$ cat src/rtl/cbo_perm_pkg.sv
package cbo_perm_pkg;
  localparam logic [11:0] CSR_SUP_CFG = 12'h10A;
  localparam logic [11:0] CSR_MCH_CFG = 12'h30A;
  localparam logic [11:0] CSR_HYP_CFG = 12'h60A;

  localparam int INV_LO  = 4;
  localparam int INV_HI  = 5;
  localparam int CLN_BIT = 6;
  localparam int ZRO_BIT = 7;
  localparam int FIELD_LO = INV_LO;
  localparam int FIELD_HI = ZRO_BIT;

  localparam int NUM_LVL = 3;
  localparam int LVL_SUP = 0;
  localparam int LVL_MCH = 1;
  localparam int LVL_HYP = 2;

  localparam int NUM_OPS = 3;
  localparam int OP_INV  = 0;
  localparam int OP_CLN  = 1;
  localparam int OP_ZRO  = 2;

  localparam logic [1:0] PRIV_U = 2'd0;
  localparam logic [1:0] PRIV_S = 2'd1;
  localparam logic [1:0] PRIV_H = 2'd2;
  localparam logic [1:0] PRIV_M = 2'd3;

  function automatic logic [11:0] lvl_addr(input int lvl);
    case (lvl)
      LVL_SUP: lvl_addr = CSR_SUP_CFG;
      LVL_MCH: lvl_addr = CSR_MCH_CFG;
      default: lvl_addr = CSR_HYP_CFG;
    endcase
  endfunction
endpackage

$ cat src/rtl/cbo_cfg_regs.sv
module cbo_cfg_regs
  import cbo_perm_pkg::*;
#(
  parameter int XLEN = 64
) (
  input  logic                            clk,
  input  logic                            rst_n,
  input  logic                            we,
  input  logic [11:0]                     addr,
  input  logic [XLEN-1:0]                 wdata,
  output logic [XLEN-1:0]                 rdata,
  output logic                            hit,
  output logic [NUM_LVL-1:0][FIELD_HI:FIELD_LO] fields
);
  localparam int FW = FIELD_HI - FIELD_LO + 1;

  logic [NUM_LVL-1:0] sel;
  logic [NUM_LVL-1:0][FW-1:0] store_q;

  for (genvar l = 0; l < NUM_LVL; l++) begin : g_lvl
    localparam logic [11:0] MY_ADDR = lvl_addr(l);
    assign sel[l] = (addr == MY_ADDR);

    always_ff @(posedge clk) begin
      if (!rst_n) store_q[l] <= '0;
      else if (we && sel[l]) store_q[l] <= wdata[FIELD_HI:FIELD_LO];
    end

    assign fields[l] = store_q[l];

    // a write lands on the next edge with only the implemented bits
    p_write_lands_r3: assert property (@(posedge clk) disable iff (!rst_n)
      (we && sel[l]) |=> (fields[l] == $past(wdata[FIELD_HI:FIELD_LO])));
    // other addresses leave the register unchanged
    p_no_stray_write_r1: assert property (@(posedge clk) disable iff (!rst_n)
      !(we && sel[l]) |=> $stable(fields[l]));
  end

  always_comb begin
    rdata = '0;
    for (int l = 0; l < NUM_LVL; l++)
      if (sel[l]) rdata[FIELD_HI:FIELD_LO] = store_q[l];
  end

  assign hit = |sel;

  // the three addresses are distinct, so at most one matches
  p_one_match_r1: assert property (@(posedge clk) disable iff (!rst_n)
    $onehot0(sel));
endmodule

$ cat src/rtl/cbo_enable_select.sv
module cbo_enable_select
  import cbo_perm_pkg::*;
(
  input  logic [NUM_LVL-1:0][FIELD_HI:FIELD_LO] fields,
  input  logic [NUM_OPS-1:0]                    op_sel,
  output logic [NUM_LVL-1:0]                    lvl_en,
  output logic                                  op_valid
);
  for (genvar l = 0; l < NUM_LVL; l++) begin : g_en
    logic inv_on;
    assign inv_on    = |fields[l][INV_HI:INV_LO];
    assign lvl_en[l] = (op_sel[OP_INV] & inv_on)
                     | (op_sel[OP_CLN] & fields[l][CLN_BIT])
                     | (op_sel[OP_ZRO] & fields[l][ZRO_BIT]);
  end

  assign op_valid = ($countones(op_sel) == 1);
endmodule

$ cat src/rtl/cbo_fault_eval.sv
module cbo_fault_eval
  import cbo_perm_pkg::*;
(
  input  logic               clk,
  input  logic               rst_n,
  input  logic [1:0]         priv_lvl,
  input  logic               virt_on,
  input  logic [NUM_LVL-1:0] lvl_en,
  input  logic               op_valid,
  output logic               op_pass,
  output logic               vinst_fault,
  output logic               illegal_fault
);
  logic below_h, below_s, below_m;
  logic v_cond, i_cond;

  assign below_h = (priv_lvl < PRIV_H);
  assign below_s = (priv_lvl < PRIV_S);
  assign below_m = (priv_lvl < PRIV_M);

  assign v_cond = virt_on && ((below_h && !lvl_en[LVL_HYP]) ||
                              (below_s && !lvl_en[LVL_SUP]));
  assign i_cond = (below_m && !lvl_en[LVL_MCH]) ||
                  (below_s && !lvl_en[LVL_SUP]);

  always_comb begin
    op_pass       = 1'b0;
    vinst_fault   = 1'b0;
    illegal_fault = 1'b0;
    if (op_valid) begin
      if (v_cond)      vinst_fault   = 1'b1;
      else if (i_cond) illegal_fault = 1'b1;
      else             op_pass       = 1'b1;
    end
  end

  // never two faults at once
  p_single_fault_r7: assert property (@(posedge clk) disable iff (!rst_n)
    $onehot0({vinst_fault, illegal_fault}));
  // pass excludes both faults
  p_pass_clean_r8: assert property (@(posedge clk) disable iff (!rst_n)
    op_pass |-> !(vinst_fault || illegal_fault));
  // machine level always passes a valid operation
  p_mach_pass_r9: assert property (@(posedge clk) disable iff (!rst_n)
    (op_valid && priv_lvl == PRIV_M) |-> op_pass);
  // a virtual fault needs virtualisation on
  p_vfault_virt_r5: assert property (@(posedge clk) disable iff (!rst_n)
    vinst_fault |-> virt_on);
endmodule

$ cat src/rtl/cbo_perm_check.sv
module cbo_perm_check
  import cbo_perm_pkg::*;
#(
  parameter int XLEN = 64
) (
  input  logic            clk,
  input  logic            rst_n,
  input  logic            csr_we,
  input  logic [11:0]     csr_addr,
  input  logic [XLEN-1:0] csr_wdata,
  output logic [XLEN-1:0] csr_rdata,
  output logic            csr_hit,
  input  logic [1:0]      priv_lvl,
  input  logic            virt_on,
  input  logic [2:0]      op_sel,
  output logic            op_pass,
  output logic            vinst_fault,
  output logic            illegal_fault
);
  logic [NUM_LVL-1:0][FIELD_HI:FIELD_LO] fields;
  logic [NUM_LVL-1:0] lvl_en;
  logic               op_valid;

  cbo_cfg_regs #(.XLEN(XLEN)) u_regs (
    .clk(clk), .rst_n(rst_n), .we(csr_we), .addr(csr_addr),
    .wdata(csr_wdata), .rdata(csr_rdata), .hit(csr_hit), .fields(fields)
  );

  cbo_enable_select u_sel (
    .fields(fields), .op_sel(op_sel), .lvl_en(lvl_en), .op_valid(op_valid)
  );

  cbo_fault_eval u_eval (
    .clk(clk), .rst_n(rst_n), .priv_lvl(priv_lvl), .virt_on(virt_on),
    .lvl_en(lvl_en), .op_valid(op_valid), .op_pass(op_pass),
    .vinst_fault(vinst_fault), .illegal_fault(illegal_fault)
  );

  // an invalid operation code produces no result
  p_invalid_quiet_r8: assert property (@(posedge clk) disable iff (!rst_n)
    ($countones(op_sel) != 1) |-> !(op_pass || vinst_fault || illegal_fault));
  // unimplemented bits always read zero
  p_upper_zero_r2: assert property (@(posedge clk) disable iff (!rst_n)
    csr_rdata[XLEN-1:FIELD_HI+1] == '0 && csr_rdata[FIELD_LO-1:0] == '0);
endmodule

$ cat config.mk
export PLATFORM = sky130hd
export DESIGN_NAME = cbo_perm_check
export DESIGN_NICKNAME = d
export VERILOG_FILES = /design/src/rtl/cbo_perm_pkg.sv /design/src/rtl/cbo_cfg_regs.sv /design/src/rtl/cbo_enable_select.sv /design/src/rtl/cbo_fault_eval.sv /design/src/rtl/cbo_perm_check.sv
export SDC_FILE = /design/constraint.sdc
export NUM_CORES = 1
export LEC_CHECK = 0
export BUFFER_PORTS_ARGS = -buffer_cell sky130_fd_sc_hd__buf_4
export CAP_MARGIN = 20
export CORE_MARGIN = 5
export CORE_UTILIZATION = 30
export DETAILED_ROUTE_END_ITERATION = 8
export HOLD_SLACK_MARGIN = 0.08
export PLACE_DENSITY = 0.73
export SLEW_MARGIN = 10
export SYNTH_ARGS = -nofsm -noshare
export SYNTH_HDL_FRONTEND = slang
export SYNTH_SLANG_ARGS = --single-unit
$ cat constraint.sdc
create_clock -name clk -period 1.55 [get_ports clk]
set_input_delay 0.2325 -clock clk [delete_from_list [all_inputs] [get_ports clk]]
set_output_delay 0.2325 -clock clk [all_outputs]
set_load 0.05 [all_outputs]
==> flow_summary.json <==
{
  "gp_congestion": 0.7633,
  "min_period_ns": 1.975,
  "synth_warnings": 0,
  "cts_max_level": 1,
  "drcViolationCount": 0,
  "synth_top_family_by_area": "buffers and inverters",
  "hpwl_um": 2529,
  "multi_input_area_sq_um": 958.4,
  "hp-class": "in2reg",
  "status": "finished with violations",
  "synthMuxAreaShare_pct": 9.329,
  "ys_ff_latch": 12,
  "die_x_um": 75.51,
  "grt_pass1_vias": 937,
  "netlist.top_cell.by_area": "buf_4",
  "drv_cap": 0,
  "ff2ff_path_depth": 3,
  "cts_buffers": 3,
  "crit_family": "simple AND/OR/NAND/NOR gates",
  "setup_tns_ns": -3.100,
  "netSwitchingPower_mw": 0.5305,
  "total_power_mw": 1.172,
  "worst-setup-path-type": "in2out",
  "num_rows": 23,
  "fmax_mhz": 506.3,
  "setup_viol": 12,
  "clock_latency_ns": 0.24,
  "drv_slew": 0,
  "antenna_found_initial": 0,
  "synth_compound_area_share_pct": 8.163,
  "start_util_pct": 31.51,
  "diodes": 0,
  "hold_viol": 0,
  "cts_tree": "built",
  "vdd_drop_max_v": 0.0002724,
  "cp-end-kind": "primary output",
  "switching_share_pct": 45.25,
  "synth-edff-count": 0,
  "die_area_sq_mm": 0.005702,
  "wl_per_cell_um": 11.97,
  "place_inst": 248,
  "critPathRequiredTime_ns": 1.32,
  "synth_cells": 150,
  "critPathMaxFanout": 3,
  "yosys.cell_count.top_type": "buf_4",
  "met1_usage_pct": 12.12,
  "grtUsageMet3_pct": 3.562,
  "intPower_mw": 0.6419,
  "crit_buf_inv": 3,
  "io_buffers": 32,
  "ios": 153,
  "synth_commonest_cells": "buf_4 (60), dfxtp_1 (12), mux2i_1 (12)",
  "grt_overflow": 0,
  "whs_path_depth": 3,
  "hold_buffers": 0,
  "reg2reg_from": "u_regs.fields[9]",
  "slowest_delay_ns": 0.53,
  "synthAdderAreaFrac_pct": 4.470,
  "synth_xor_area_share_pct": 0,
  "core_sq_mm": 0.004086,
  "wl_um": 3065,
  "busiest_layer": "met2",
  "async_reset_ff_share_pct": 0,
  "clock_path_buffers": 2,
  "fill_cells": 404,
  "synth_cell_types": 29,
  "synth-simple-area-share_pct": 22.35,
  "path_cells": "buf_4, or4b_4, nor3_4, and4b_2, buf_6, o2bb2ai_4, buf_6",
  "syn_to_final_growth_pct": 43.63,
  "synthTopCellsByArea": "buf_4 (35%), dfxtp_1 (19%), mux2i_1 (9.3%)",
  "grt_pass1_wl_um": 4409,
  "fin_worst_skew_ns": 0,
  "via_count": 1019,
  "cp-start-kind": "input pin",
  "critPathMostFrequentCell": "buf_6",
  "dieHeight_um": 75.51,
  "cts_sinks": 12,
  "crit_cells": 7,
  "worstPathArrival_ns": 1.74,
  "drtPass1Iterations": 4,
  "grt_util_all_layers_pct": 10.44,
  "min_from": "csr_wdata[5]",
  "regArea_sq_um": 241.5,
  "pwr-share-clk_pct": 29.5,
  "layout.nets": 296,
  "violations": "negative setup slack",
  "grt_start_max_net_pins": 17,
  "power_density_mw_per_mm2": 634.0,
  "largest_reg_flops": 12,
  "root_buffer": "clkbuf_8",
  "layout_setup_ws_ns": -0.4251,
  "place_worst_setup_slack_ns": -0.5489,
  "detail_route.iter0.violations": 32,
  "seqPwrFrac_pct": 26.3,
  "drtAntennaViolNets": 0,
  "synth_seq_area_share_pct": 18.66,
  "critPathSlowestCell": "or4b_4",
  "yosysTopAreaCellShare_pct": 34.99,
  "clkTransAtPathRegs_ns": 0.05,
  "instances_no_fill": 256,
  "comb_power_share_pct": 44.2,
  "cp-startpoint": "csr_addr[4]",
  "use_met2_pct": 17.74,
  "rsz0062_at_grt": "yes",
  "netlist_area_sq_mm": 0.001287,
  "synth_ff_type": "dfxtp_1",
  "vias_per_cell": 3.980,
  "drive_gt1_share_pct": 40.78,
  "syn_area_per_cell_sq_um": 8.583,
  "fin_crit_sh_pct": 127.4,
  "total_leakage_power_nw": 0.8256
}
## routing by layer
layer  up-vias  routed length [um]  share of wire, %
li1        503                   -                 -
met1       465                1160                38
met2        46                1574                51
met3         5                 295               9.6
met4         0                  34               1.1
met5         -                   0                 0
## cells by family (layout without fill, tap and decap cells)
group | count (synthesis) | after routing
compound gates | 16 | 16
fa+ha+maj | 4 | 4
buf+inv | 66 | 63
flops | 12 | 12
mux | 12 | 12
other cells | 1 | 60
simple gates | 39 | 39
## per-stage QoR
step | instance area [sq um] | hold slack [ns] | utilization (%)
2_1_floorplan | 1655 | 0.3607 | -
3_3_place_gp | 1643 | 0.4705 | 40.20
3_5_place_dp | 1643 | 0.4834 | 40.20
4_1_cts | 1817 | 0.2271 | 44.46
5_1_grt | 1849 | 0.2485 | 45.25
6_report | 1849 | 0.2288 | 45.25
## what timing repair did
action	CTS	global route
setup buffers	3	1
pin swaps	9	6
gates resized for setup	31	8
setup endpoints to repair	16	17
## worst register-to-register path: stages (launching register included)
cell     delay (ns)
dfxtp_1        0.30
buf_4          0.14
mux2i_1        0.12
nor2b_1        0.06
## worst paths after layout
check | end | slack [ns]
worst min-delay path | u_regs.fields[1] | 0.23
worst min register to register | u_regs.fields[2] | 0.50
worst max-delay path | csr_rdata[6] | -0.43
worst max register to register | u_regs.fields[9] | 0.82
## power groups by stage
stage | clock network (mW) | logic (mW) | registers [mW]
final | 0.346 | 0.518 | 0.309
after global routing | 0.370 | 0.543 | 0.309
after CTS | 0.355 | 0.507 | 0.309
after detailed placement | 0 | 0.487 | 0.315
after global placement | 0 | 0.483 | 0.315
after floorplan | 0 | 0.512 | 0.315
## cell usage in the layout (no fill, tap or decap), drive strengths merged, types with 2 or more instances in the layout
cell     count
o2bb2ai      4
buf         55
nand2        9
nand3        5
conb        60
nand4b       2
nor4         3
o21ai        8
clkbuf       4
nor2b        9
dfxtp       12
inv          4
or4b         2
ha           3
mux2i       12
## cell type report
type,instances,share of cell area [%]
inverter,4,0.9472
multi-input combinational,131,51.83
timing repair buffer,55,27.81
sequential,12,13.06
tap,50,3.383
clock buffer,4,2.977
Power figures use the tool's default switching activity.
